File: config.mk
export PLATFORM = sky130hd
export DESIGN_NAME = seg_xlate
export DESIGN_NICKNAME = d
export VERILOG_FILES = /design/src/rtl/seg_xlate.sv
export SDC_FILE = /design/constraint.sdc
export NUM_CORES = 1
export LEC_CHECK = 0
export BUFFER_PORTS_ARGS = -buffer_cell sky130_fd_sc_hd__buf_2
export CELL_PAD_IN_SITES_DETAIL_PLACEMENT = 0
export CELL_PAD_IN_SITES_GLOBAL_PLACEMENT = 1
export CORE_MARGIN = 2
export CORE_UTILIZATION = 42
export DETAILED_ROUTE_END_ITERATION = 12
export GPL_TIMING_DRIVEN = 0
export HOLD_SLACK_MARGIN = 0.05
export PLACE_DENSITY_LB_ADDON = 0.25
export SLEW_MARGIN = 25
export SYNTH_ARGS = -nofsm -noshare
export SYNTH_HDL_FRONTEND = slang
export SYNTH_SLANG_ARGS = --single-unit
File: constraint.sdc
create_clock -name clk -period 10.44 [get_ports clk]
set_clock_uncertainty 0.2 [all_clocks]
set_input_delay 0 -clock clk [delete_from_list [all_inputs] [get_ports clk]]
set_output_delay 0 -clock clk [all_outputs]
set_load 0.1 [all_outputs]
File: src/rtl/seg_xlate.sv
module seg_xlate #(
  parameter int DESC_BYTES = 8
) (
  input  logic        clk,
  input  logic        rst_n,
  input  logic        start,
  input  logic [15:0] selector,
  input  logic [31:0] offset,
  input  logic [1:0]  cpl,
  input  logic [31:0] gtab_base,
  input  logic [31:0] ltab_base,
  output logic        mem_req,
  output logic [31:0] mem_addr,
  input  logic        mem_ack,
  input  logic [63:0] mem_rdata,
  output logic        done,
  output logic [2:0]  fault,
  output logic [31:0] lin_addr
);
  localparam int SHIFT = $clog2(DESC_BYTES);
  localparam logic [2:0] F_OK = 3'd0, F_NULL = 3'd1, F_NP = 3'd2, F_LIM = 3'd3, F_PRIV = 3'd4;

  typedef enum logic [1:0] {S_IDLE, S_FETCH, S_EVAL} st_t;
  st_t st;

  logic [1:0]  rpl_q, cpl_q;
  logic [31:0] off_q;
  logic [63:0] desc_q;
  logic        done_q;
  logic [2:0]  fault_q;
  logic [31:0] lin_q, addr_q;

  wire        is_null  = (selector[15:2] == 14'd0);
  wire [31:0] tbl_base = selector[2] ? ltab_base : gtab_base;
  wire [31:0] idx_off  = {{(19 - SHIFT){1'b0}}, selector[15:3]} << SHIFT;

  wire [31:0] seg_base = {desc_q[63:56], desc_q[39:16]};
  wire [19:0] lim20    = {desc_q[51:48], desc_q[15:0]};
  wire [31:0] eff_lim  = desc_q[55] ? {lim20, 12'hFFF} : {12'h000, lim20};
  wire        present  = desc_q[47];
  wire [1:0]  dpl      = desc_q[46:45];
  wire        is_data  = desc_q[44] & ~desc_q[43];
  wire [1:0]  eff_pl   = (cpl_q > rpl_q) ? cpl_q : rpl_q;

  logic [2:0] verdict;
  always_comb begin
    if (!present)                    verdict = F_NP;
    else if (is_data && eff_pl > dpl) verdict = F_PRIV;
    else if (off_q > eff_lim)        verdict = F_LIM;
    else                             verdict = F_OK;
  end

  always_ff @(posedge clk) begin
    if (!rst_n) begin
      st      <= S_IDLE;
      rpl_q   <= '0;
      cpl_q   <= '0;
      off_q   <= '0;
      desc_q  <= '0;
      done_q  <= 1'b0;
      fault_q <= F_OK;
      lin_q   <= '0;
      addr_q  <= '0;
    end else begin
      done_q <= 1'b0;
      case (st)
        S_IDLE: if (start && !done_q) begin
          rpl_q <= selector[1:0];
          cpl_q <= cpl;
          off_q <= offset;
          if (is_null) begin
            done_q  <= 1'b1;
            fault_q <= F_NULL;
            lin_q   <= '0;
          end else begin
            addr_q <= tbl_base + idx_off;
            st     <= S_FETCH;
          end
        end
        S_FETCH: if (mem_ack) begin
          desc_q <= mem_rdata;
          st     <= S_EVAL;
        end
        default: begin
          done_q  <= 1'b1;
          fault_q <= verdict;
          lin_q   <= (verdict == F_OK) ? seg_base + off_q : 32'd0;
          st      <= S_IDLE;
        end
      endcase
    end
  end

  assign mem_req  = (st == S_FETCH);
  assign mem_addr = addr_q;
  assign done     = done_q;
  assign fault    = fault_q;
  assign lin_addr = lin_q;
endmodule

==> impl_metrics.yaml <==
global_routing:
  grt_pass1_wl_um: 50830
  grt_usage_pct: 26.86
  grt_pass1_vias: 9851
  grt_max_degree: 17
  gr-total-overflow: 0
  antenna_found_initial: 0
route:
  wl_per_cell_um: 17.00
  drc: 0
  via_count: 10320
  postRouteAntennaNets: 0
  dr.pass1.iters: 6
  drt_iter0_markers: 647
  routed_via_density: 5.323
  totalWireLength_um: 32940
synth:
  syn_avg_cell_area_um2: 7.850
  synth_cell_types: 62
  synth-edff-count: 0
  synth_seq_cells: 164
  ys_warn_count: 0
  synth_top_area_share_pct: 34.34
  synth.area.top_cells: "dfxtp_1 (34%), ha_1 (11%), nand2_1 (10%)"
  postSynth.asyncResetShare_pct: 0
  syn-instance-count: 1218
  yosys_most_used_dff: "dfxtp_1"
  synth_top_area_cell: "dfxtp_1"
  synth_area_um2: 9562
  synth.yosys.seq_area_share_pct: 34.34
  synth_nets: 1483
cts:
  cts_buffer_depth: 2
  cts_sinks: 164
  post_cts_resized: 0
  ctsHoldBuffers: 161
  post_cts_buffers: 0
  cts_tree: "yes"
  htreeDepth: 4
  cts_root_buf: "clkbuf_16"
  numCtsBuffers: 17
  insertion_delay_ps: 430
  clk_pin_slew_worst_paths_ps: 60
cells_and_area:
  diodes: 0
  drive_above_1_share_pct: 18.81
  finalNetCount: 1906
  areaGrowthSynthToFinish_pct: 39.49
  final_area_um2: 13340
floorplan:
  rows: 55
  initial_core_util_pct: 42.49
  fp.dieH_um: 154.9
  fp.dieW_um: 154.9
  core_area_um2: 22500
  ioPinCount: 251
  die_area_um2: 23990
sta:
  max_freq_mhz: 188.3
  tns_ps: 0
  finalHoldViolCount: 0
  setup_viol: 0
  rsz0062_at_grt: "false"
  tightest_slew_ps: 845.7
  relSlewSlack_pct: 43.62
  fin_crit_sh_pct: 50.87
  finalWorstSetupSlack_ps: 5129
  period_needed_ps: 5311
  slew_viol_final: 0
critical_path:
  r2r_setup_slack_ps: 6280
  path_max_fanout: 10
  worstPathArrival_ps: 5420
  worstSetupPathType: "in -> reg"
  cpMostUsedCell: "buf_2"
  crit_path_start_kind: "input port"
  critPathCaptureType: "flop"
  worstPathRequired_ps: 10550
  critPathSlowestCell: "dlygate4sd3_1"
  slowest_delay_ps: 580
  cp_cell_sequence: "buf_2, buf_4, buf_1, buf_2, buf_2, mux2i_1, fa_1, nor2b_1, o21ai_0, a21boi_0, o21ai_0, o21ai_1, nand3_1, o2111ai_1, dlygate4sd3_1, o311ai_1, dlygate4sd3_1"
power:
  leakage_nw: 5.896
  powerDensity_nw_per_um2: 133.6
  p_total_w: 0.001782
  vdd_ir_drop_max_uv: 98.82
placed_design:
  portBuffers: 243
  place_ws_ps: 5913
  dpl.hpwl_um: 24820
  placed_area_um2: 11140
  gp_congestion: 0.9338
min_path:
  hold_path.class: "in -> reg"
run:
  cap_viol_max_count: 0
outcome:
  status: "complete, no violations"
## final cells by class
cell class,count,area [um2]
Buffer,69,285.3
Clock buffer,18,439.2
Clock inverter,13,147.6
Fill cell,2091,9165
Inverter,23,86.33
Multi-Input combinational cell,962,5912
Sequential cell,164,3283
Tap cell,285,356.6
Timing Repair Buffer,404,2828
## cell families (layout without fill, tap and decap cells)
kind of cell | count (synthesis) | after routing | share of synthesized area (%)
compound gates | 331 | 331 | 21.56
xor+xnor | 35 | 35 | 3.206
fa+ha+maj | 83 | 83 | 11.02
buf+inv | 92 | 527 | 3.886
flops | 164 | 164 | 34.34
mux | 41 | 41 | 4.501
simple gates | 472 | 472 | 21.49
## sequential cells by signal, indices dropped and copies added, names as in the netlist, 2 cells and up
register and flops:
cpl_q 2, lin_addr 32, fault 3, rpl_q 2, mem_addr 32, desc_q 58, st 2, off_q 32
## per-stage QoR
stage | hold slack [ps] | util (%) | instances
after floorplan | -64.04 | - | 1218
after global placement | 44.31 | 49.48 | 1746
after detailed placement | 46.28 | 49.50 | 1746
after CTS | 55.72 | 59.27 | 1938
after global routing | 92.54 | 59.27 | 1938
final | 65.94 | 59.27 | 1938
## cells in the final DEF (no fill, tap or decap), drive strengths merged, types with 12 or more instances in the layout
master       count
a21oi          155
buf            258
nor3            12
nand4           17
nand3           38
o21ai           44
dfxtp          164
inv             27
a211oi          15
nor2            78
mux2i           25
nand2          267
xor2            16
a21o            20
xnor2           19
mux2            16
clkbuf          72
a22oi           20
o21a            13
dlygate4sd3    161
ha              81
## worst max-delay path, delay by kind of cell
kind	cells	cell delay [ps]
adder cells (fa/ha/maj)	1	450
multiplexers	1	160
AND/OR/NAND/NOR	2	370
buffers and inverters	7	2750
AO/OA/AOI/OAI	6	1690
## per-layer routing
metal | GRT usage (%) | vias to the layer above | part of all wire, %
met5 | 0 | - | 0
met1 | 35.62 | 4748 | 46
li1 | - | 5188 | -
met2 | 44.57 | 321 | 46
met4 | 8.951 | 0 | 2.6
met3 | 4.429 | 59 | 5.0
## cells in the mapped netlist (all sizes together), types with 9 or more instances
master,instances
xnor2,19
o21a,13
and3,11
nor2b,9
inv,22
nor2,78
xor2,16
a21oi,155
mux2,16
nand3,38
dfxtp,164
a211oi,15
a21o,20
nor3,12
ha,81
mux2i,25
clkbuf,54
o21ai,44
a22oi,20
buf,15
nand4,17
nand2,267
## final timing paths
path	from	endpoint	cells after the start
setup / recovery	selector[2]	mem_addr[31]	17
hold / removal	gtab_base[4]	mem_addr[4]	4
setup reg to reg	desc_q[55]	lin_addr[13]	14
hold reg to reg	lin_addr[29]	lin_addr[29]	2
## power by group
group | leakage (nW) | internal [W] | total [W] | switching [W]
Clock | 0.282 | 0.000361 | 0.000639 | 0.000277
Combinational | 4.28 | 0.000177 | 0.000463 | 0.000286
Sequential | 1.34 | 0.000656 | 0.000680 | 0.0000243
(Power assumes the default switching activity.)
